### config.mk
export PLATFORM = sky130hd
export DESIGN_NAME = aic_event_unit
export DESIGN_NICKNAME = d
export VERILOG_FILES = /design/src/rtl/aic_pkg.sv /design/src/rtl/aic_state.sv /design/src/rtl/aic_pick.sv /design/src/rtl/aic_event_unit.sv
export SDC_FILE = /design/constraint.sdc
export NUM_CORES = 2
export LEC_CHECK = 0
export BUFFER_PORTS_ARGS = -buffer_cell sky130_fd_sc_hd__buf_4
export CELL_PAD_IN_SITES_DETAIL_PLACEMENT = 1
export CELL_PAD_IN_SITES_GLOBAL_PLACEMENT = 2
export CORE_MARGIN = 2
export CORE_UTILIZATION = 39
export CTS_CLUSTER_DIAMETER = 40
export CTS_CLUSTER_SIZE = 40
export DETAILED_ROUTE_END_ITERATION = 10
export PLACE_DENSITY = 0.86
export SLEW_MARGIN = 20
export SYNTH_ARGS = -nofsm -noshare
export SYNTH_HDL_FRONTEND = slang
export SYNTH_SLANG_ARGS = --single-unit
### constraint.sdc
create_clock -name clk -period 20.1 [get_ports clk]
set_input_delay 0 -clock clk [delete_from_list [all_inputs] [get_ports clk]]
set_output_delay 0 -clock clk [all_outputs]
set_load 0.03 [all_outputs]
### src/rtl/aic_pkg.sv
package aic_pkg;
  localparam int ADDR_W = 16;
  localparam int DATA_W = 32;

  localparam logic [ADDR_W-1:0] A_LINES  = 16'h0004;
  localparam logic [ADDR_W-1:0] A_SELF   = 16'h2000;
  localparam logic [ADDR_W-1:0] A_EVENT  = 16'h2004;

  // Upper address bits [15:7] select a 32-word bank
  localparam logic [8:0] BK_TRIG_SET = 9'h080;
  localparam logic [8:0] BK_TRIG_CLR = 9'h081;
  localparam logic [8:0] BK_MASK_SET = 9'h082;
  localparam logic [8:0] BK_MASK_CLR = 9'h083;
  // Upper address bits [15:12] select the routing words
  localparam logic [3:0] RT_HI = 4'h3;

  localparam logic [15:0] EVT_KIND_HW = 16'd1;
endpackage

### src/rtl/aic_state.sv
module aic_state
  import aic_pkg::*;
#(
  parameter int NUM_LINES = 64,
  parameter int NUM_CPUS  = 2,
  localparam int WORDS = (NUM_LINES + 31) / 32,
  localparam int WBITS = WORDS * 32
) (
  input  logic                          clk,
  input  logic                          rst_n,
  input  logic [NUM_CPUS-1:0]           wr_en,
  input  logic [NUM_CPUS*ADDR_W-1:0]    addr,
  input  logic [NUM_CPUS*DATA_W-1:0]    wdata,
  input  logic [NUM_LINES-1:0]          ack,
  output logic [WBITS-1:0]              mask_o,
  output logic [WBITS-1:0]              trig_o,
  output logic [NUM_LINES*NUM_CPUS-1:0] route_o
);
  logic [WBITS-1:0] mask_q, mask_d, trig_q, trig_d;
  logic [NUM_LINES-1:0][NUM_CPUS-1:0] route_q, route_d;
  logic upd_en;

  assign upd_en = (|wr_en) | (|ack);

  // Next state: writes are applied from the highest CPU down, so the lower
  // CPU wins a routing conflict; the acknowledge mask is applied last.
  always_comb begin
    logic [ADDR_W-1:0] a;
    logic [DATA_W-1:0] d;
    mask_d  = mask_q;
    trig_d  = trig_q;
    route_d = route_q;
    for (int c = NUM_CPUS - 1; c >= 0; c--) begin
      a = addr[c*ADDR_W +: ADDR_W];
      d = wdata[c*DATA_W +: DATA_W];
      if (wr_en[c]) begin
        for (int w = 0; w < WORDS; w++) begin
          if (a[6:2] == 5'(w)) begin
            case (a[15:7])
              BK_TRIG_SET: trig_d[w*32 +: 32] = trig_d[w*32 +: 32] | d;
              BK_TRIG_CLR: trig_d[w*32 +: 32] = trig_d[w*32 +: 32] & ~d;
              BK_MASK_SET: mask_d[w*32 +: 32] = mask_d[w*32 +: 32] | d;
              BK_MASK_CLR: mask_d[w*32 +: 32] = mask_d[w*32 +: 32] & ~d;
              default: ;
            endcase
          end
        end
        if (a[15:12] == RT_HI) begin
          for (int n = 0; n < NUM_LINES; n++) begin
            if (a[11:2] == 10'(n)) route_d[n] = d[NUM_CPUS-1:0];
          end
        end
      end
    end
    mask_d = mask_d | WBITS'(ack);
  end

  always_ff @(posedge clk or negedge rst_n) begin
    if (!rst_n) begin
      mask_q <= '1;
      trig_q <= '0;
      for (int n = 0; n < NUM_LINES; n++) route_q[n] <= NUM_CPUS'(1);
    end else if (upd_en) begin
      mask_q  <= mask_d;
      trig_q  <= trig_d;
      route_q <= route_d;
    end
  end

  assign mask_o  = mask_q;
  assign trig_o  = trig_q;
  assign route_o = route_q;
endmodule

### src/rtl/aic_pick.sv
module aic_pick #(
  parameter int NUM_LINES = 64,
  localparam int LW = (NUM_LINES > 1) ? $clog2(NUM_LINES) : 1
) (
  input  logic [NUM_LINES-1:0] cand,
  output logic                 found,
  output logic [LW-1:0]        idx
);
  // Lowest index wins
  always_comb begin
    found = 1'b0;
    idx   = '0;
    for (int n = NUM_LINES - 1; n >= 0; n--) begin
      if (cand[n]) begin
        found = 1'b1;
        idx   = LW'(n);
      end
    end
  end
endmodule

### src/rtl/aic_event_unit.sv
module aic_event_unit
  import aic_pkg::*;
#(
  parameter int NUM_LINES = 64,
  parameter int NUM_CPUS  = 2
) (
  input  logic                       clk,
  input  logic                       rst_n,
  input  logic [NUM_LINES-1:0]       hw_irq,
  input  logic [NUM_CPUS-1:0]        cpu_req,
  input  logic [NUM_CPUS-1:0]        cpu_we,
  input  logic [NUM_CPUS*ADDR_W-1:0] cpu_addr,
  input  logic [NUM_CPUS*DATA_W-1:0] cpu_wdata,
  output logic [NUM_CPUS*DATA_W-1:0] cpu_rdata,
  output logic [NUM_CPUS-1:0]        cpu_irq
);
  localparam int WORDS = (NUM_LINES + 31) / 32;
  localparam int WBITS = WORDS * 32;
  localparam int LW    = (NUM_LINES > 1) ? $clog2(NUM_LINES) : 1;

  logic [1:0] rst_pipe;
  logic       rst_sync_n;

  always_ff @(posedge clk or negedge rst_n) begin
    if (!rst_n) rst_pipe <= 2'b00;
    else        rst_pipe <= {rst_pipe[0], 1'b1};
  end
  assign rst_sync_n = rst_pipe[1];

  logic [WBITS-1:0]              mask_q, trig_q;
  logic [NUM_LINES*NUM_CPUS-1:0] route_q;
  logic [NUM_LINES-1:0]          pend, open_lines, ack;
  logic [NUM_CPUS:0][NUM_LINES-1:0] avail;

  assign pend       = hw_irq | trig_q[NUM_LINES-1:0];
  assign open_lines = pend & ~mask_q[NUM_LINES-1:0];
  assign avail[0]   = '1;
  assign ack        = ~avail[NUM_CPUS];

  aic_state #(.NUM_LINES(NUM_LINES), .NUM_CPUS(NUM_CPUS)) u_state (
    .clk    (clk),
    .rst_n  (rst_sync_n),
    .wr_en  (cpu_req & cpu_we),
    .addr   (cpu_addr),
    .wdata  (cpu_wdata),
    .ack    (ack),
    .mask_o (mask_q),
    .trig_o (trig_q),
    .route_o(route_q)
  );

  for (genvar g = 0; g < NUM_CPUS; g++) begin : g_cpu
    logic [NUM_LINES-1:0] routed, elig;
    logic                 found, evt_rd, take;
    logic [LW-1:0]        idx;
    logic [ADDR_W-1:0]    a;
    logic [DATA_W-1:0]    rd;

    for (genvar n = 0; n < NUM_LINES; n++) begin : g_col
      assign routed[n] = route_q[n*NUM_CPUS + g];
    end

    assign elig   = open_lines & routed;
    assign a      = cpu_addr[g*ADDR_W +: ADDR_W];
    assign evt_rd = cpu_req[g] & ~cpu_we[g] & (a == A_EVENT);
    assign take   = evt_rd & found;
    assign cpu_irq[g] = |elig;

    aic_pick #(.NUM_LINES(NUM_LINES)) u_pick (
      .cand (elig & avail[g]),
      .found(found),
      .idx  (idx)
    );

    assign avail[g+1] = avail[g] & ~(take ? (NUM_LINES'(1) << idx) : '0);

    always_comb begin
      rd = '0;
      if (cpu_req[g] && !cpu_we[g]) begin
        if (a == A_LINES)       rd = DATA_W'(NUM_LINES);
        else if (a == A_SELF)   rd = DATA_W'(g);
        else if (a == A_EVENT)  rd = found ? {EVT_KIND_HW, 16'(idx)} : '0;
        else if (a[15:7] == BK_TRIG_SET || a[15:7] == BK_TRIG_CLR) begin
          for (int w = 0; w < WORDS; w++)
            if (a[6:2] == 5'(w)) rd = trig_q[w*32 +: 32];
        end else if (a[15:7] == BK_MASK_SET || a[15:7] == BK_MASK_CLR) begin
          for (int w = 0; w < WORDS; w++)
            if (a[6:2] == 5'(w)) rd = mask_q[w*32 +: 32];
        end else if (a[15:12] == RT_HI) begin
          for (int n = 0; n < NUM_LINES; n++)
            if (a[11:2] == 10'(n)) rd = DATA_W'(route_q[n*NUM_CPUS +: NUM_CPUS]);
        end
      end
    end
    assign cpu_rdata[g*DATA_W +: DATA_W] = rd;
  end
endmodule

==> run metrics <==
run status finished clean; number of enable flip-flop cells after synthesis 0; Final Util 0.477; Clk pin slew, worst setup/hold paths 50 ps; area taken by multi-input logic gates about 17,000 µm²; CTS Sinks 258; slack of the critical path roughly 13,000 ps; dominant register cell in the synthesized netlist sky130_fd_sc_hd__dfrtp_1; number of slew-limit violations in the final report 0; Post-Synth Adder-Cell Area 0; number of port buffers between 200 and 250; P_sw 0.488 mW; critical path fanouts, max 18; total of fill cells in the finished design 7,647; global route total overflow 0; combinational power share 0.113; H-tree depth 2; Slew headroom 0.218; Cell Chain, Critical Path o21ba_2 -> a22oi_1 -> nand2_1 -> a311oi_1 -> o21ai_2 -> a21o_1 -> buf_4 -> a211oi_2 -> a32oi_1 -> nor3_1 -> nor2b_1 -> o211ai_1 -> a31oi_1 -> o211ai_1 -> buf_4 -> o31ai_1; setup repair after global routing missed its margin no; total number of nets in the final design 3,658; worst vdd rail ir drop approximately 0.000063 V; Worst Tran Pin Value 1170 ps; number of buffers on the longest clock path 3; Setup Buffers After CTS 0; vias after detailed routing around 32,000; Yosys warning count 0; master of the slowest instance on the critical path sky130_fd_sc_hd__a211oi_2; combinational family with the most area after synthesis compound AO/OA/AOI/OAI gates; fraction of the mapped netlist area in simple logic gates 0.218; synthesized netlist net count 3,456; Hold Violations, Final 0; total die area 66,500 µm²; endpoint arrival time on the critical path roughly 7600 ps; Syn Std Cell Area 25,100 µm²; count of different cell masters after synthesis roughly 110; CTS tree built; part of the total power dissipated in sequential elements 0.308; clock root cell sky130_fd_sc_hd__clkbuf_16; number of ports placed on the die boundary 232; total of max-cap violations 0; sequential element share of the synthesized area 0.263; library cell with the largest summed area after synthesis sky130_fd_sc_hd__dfstp_2; via count normalized by instance count between 7 and 8; drt initial violations between 4,000 and 5,000; CP Launch Type flip-flop; flip-flop and latch area 6620 µm²; average footprint of a synthesized cell 7.64 µm²; fraction of final layout cells sized beyond drive strength 1 0.212; total power of the final layout 1.71 mW; largest net degree at the start of global routing 71; area of the core 64,100 µm²; CP Capture Type flip-flop; xor and xnor area share after synthesis 0.000349; static power due to leakage 12.3 nW; post-CTS resize count 0; Die Wd 258 µm; DRC violations left 0; path type of the worst setup path reg -> reg; global-route wire length before repair 236,000 µm; Fin Setup TNS 0 ps; ANT nets after route 0; critical path's largest stage delay 870 ps; Cell Rows 93; final critical-path required period 7110 ps; most frequently used cell type in the post-synthesis netlist sky130_fd_sc_hd__nand2_1; cell types occupying the most area after synthesis sky130_fd_sc_hd__dfstp_2, sky130_fd_sc_hd__dfrtp_1, sky130_fd_sc_hd__nand2_1, sky130_fd_sc_hd__mux2i_1, sky130_fd_sc_hd__a21oi_1; area share of the largest cell type after synthesis 0.134; via count of the first global-routing pass ~32,000; cell count after synthesis between 3,000 and 4,000; GPL Wtd Cong 1.08; Post-DP HPWL around 120,000 µm; proportion of power drawn by the clock network 0.579; required time at the worst-slack endpoint between 20,000 and 25,000 ps; final period utilization 0.354; internal power summed over all cells 1.22 mW; Hold Crit Class in -> reg; Sw Ratio 0.286; wire per inst 38.2 µm; multiplexer share of the synthesized area 0.0890; FFs w/ async S/R, synth 1.00; number of clock buffers inserted by TritonCTS 57; Starting Density 0.392; GRT Total Usage 0.487; growth of design area from synthesis to finish 21.6%; total detailed-routing wirelength around 170,000 µm; power density of the placed cells 55.9 nW/µm²; share of the synthesized area in compound gates (AO/OA/AOI/OAI) 0.379; clock insertion delay at the later pin of the skew report 640 ps; highest clock frequency the design can meet 0.141 GHz; post-cts hold buffer count just over 100; setup-violating endpoint count in the final report 0; pre-CTS setup slack 13,470 ps; initial antenna violation count 8; register bit total from synthesis 258; setup skew after layout 15.0 ps; commonest cells in the synthesized netlist sky130_fd_sc_hd__nand2_1, sky130_fd_sc_hd__nor2_1, sky130_fd_sc_hd__a21oi_1; vertical die dimension 258 µm; number of iterations in the first detailed-routing pass 6
## cells in the final DEF, fill, tap and decap left out, types with 25 or more instances in the layout
cell,count
sky130_fd_sc_hd__nand2_1,542
sky130_fd_sc_hd__buf_4,309
sky130_fd_sc_hd__a22oi_1,184
sky130_fd_sc_hd__nor3_1,31
sky130_fd_sc_hd__o21ba_2,62
sky130_fd_sc_hd__nor2_1,293
sky130_fd_sc_hd__o211ai_1,28
sky130_fd_sc_hd__clkbuf_16,58
sky130_fd_sc_hd__a221oi_1,27
sky130_fd_sc_hd__a31oi_1,92
sky130_fd_sc_hd__nand3_1,52
sky130_fd_sc_hd__a22o_1,53
sky130_fd_sc_hd__mux2i_1,194
sky130_fd_sc_hd__dlygate4sd3_1,102
sky130_fd_sc_hd__o31ai_1,45
sky130_fd_sc_hd__dfstp_2,128
sky130_fd_sc_hd__dfrtp_1,129
sky130_fd_sc_hd__a21oi_1,293
sky130_fd_sc_hd__and2_1,45
sky130_fd_sc_hd__o22a_1,53
sky130_fd_sc_hd__inv_1,25
sky130_fd_sc_hd__o21ai_0,199
sky130_fd_sc_hd__a21o_1,75
## kinds of logic (layout without fill, tap and decap cells)
group / count (synthesis) / after routing
muxes: 211 / 211
other: 1 / 2
AOI/OAI and AO/OA: 1347 / 1347
buffers and inverters: 294 / 545
and+or+nand+nor: 1178 / 1178
xor gates and xnor gates: 1 / 1
DFF: 258 / 258
## sequential cells by signal, indices dropped and copies added, names as in the netlist
| register | cells |
|---|---|
| u_state.trig_o | 64 |
| u_state.mask_o | 64 |
| u_state.route_o | 128 |
| rst_pipe | 2 |
## per-layer routing
| metal | up-vias | track usage | share of wire |
|---|---|---|---|
| met3 | 702 | 0.166 | 0.13 |
| li1 | 12800 | - | - |
| met1 | 16000 | 0.633 | 0.39 |
| met4 | 10 | 0.266 | 0.070 |
| met5 | - | 0 | 0.00042 |
| met2 | 2649 | 0.709 | 0.41 |
## critical path, delay by kind of cell, from the launching register on
kind	cells	cell delay [ps]
AOI/OAI and AO/OA	11	4690
and+or+nand+nor	3	1140
buffers and inverters	2	560
DFF	1	550
## through the flow
stage          area, µm²  hold WS [ps]  std cells
4_1_cts            30500          87.2       4395
3_3_place_gp       27500          -218       4185
5_1_grt            30500           141       4396
2_1_floorplan      25100          -296       3290
6_report           30600           128       4397
3_5_place_dp       27500          -217       4185
## final timing paths
| path | cells after the start | endpoint | slack [ps] | from |
|---|---|---|---|---|
| worst min register to register | 0 | u_state.trig_o[60] | 310 | rst_pipe[1] |
| min in group asynchronous | 0 | u_state.trig_o[60] | 310 | rst_pipe[1] |
| worst max register to register | 16 | u_state.mask_o[20] | 12990 | u_state.mask_o[44] |
| max in group asynchronous | 2 | u_state.route_o[25] | 17700 | rst_pipe[1] |
| worst min-delay path | 5 | u_state.route_o[0] | 130 | cpu_addr[9] |
| worst max-delay path | 16 | u_state.mask_o[20] | 12990 | u_state.mask_o[44] |
## power by group through the flow
stage	clock network [mW]	registers (mW)	logic (mW)
2_1_floorplan	0	0.538	0.0812
3_5_place_dp	0	0.534	0.170
5_1_grt	1.01	0.526	0.195
6_report	0.989	0.527	0.193
3_3_place_gp	0	0.534	0.167
4_1_cts	0.986	0.526	0.182
## final cells by class
cell class	instances	area share
diodes	1	0.0000819
clock buffers	76	0.0527
clock inverters	32	0.0125
inverters	25	0.00307
multi-input cells	2738	0.570
flip-flops and latches	258	0.217
well taps	855	0.0350
repair buffers	412	0.110
Note: power is estimated with default switching activity, not from simulation.
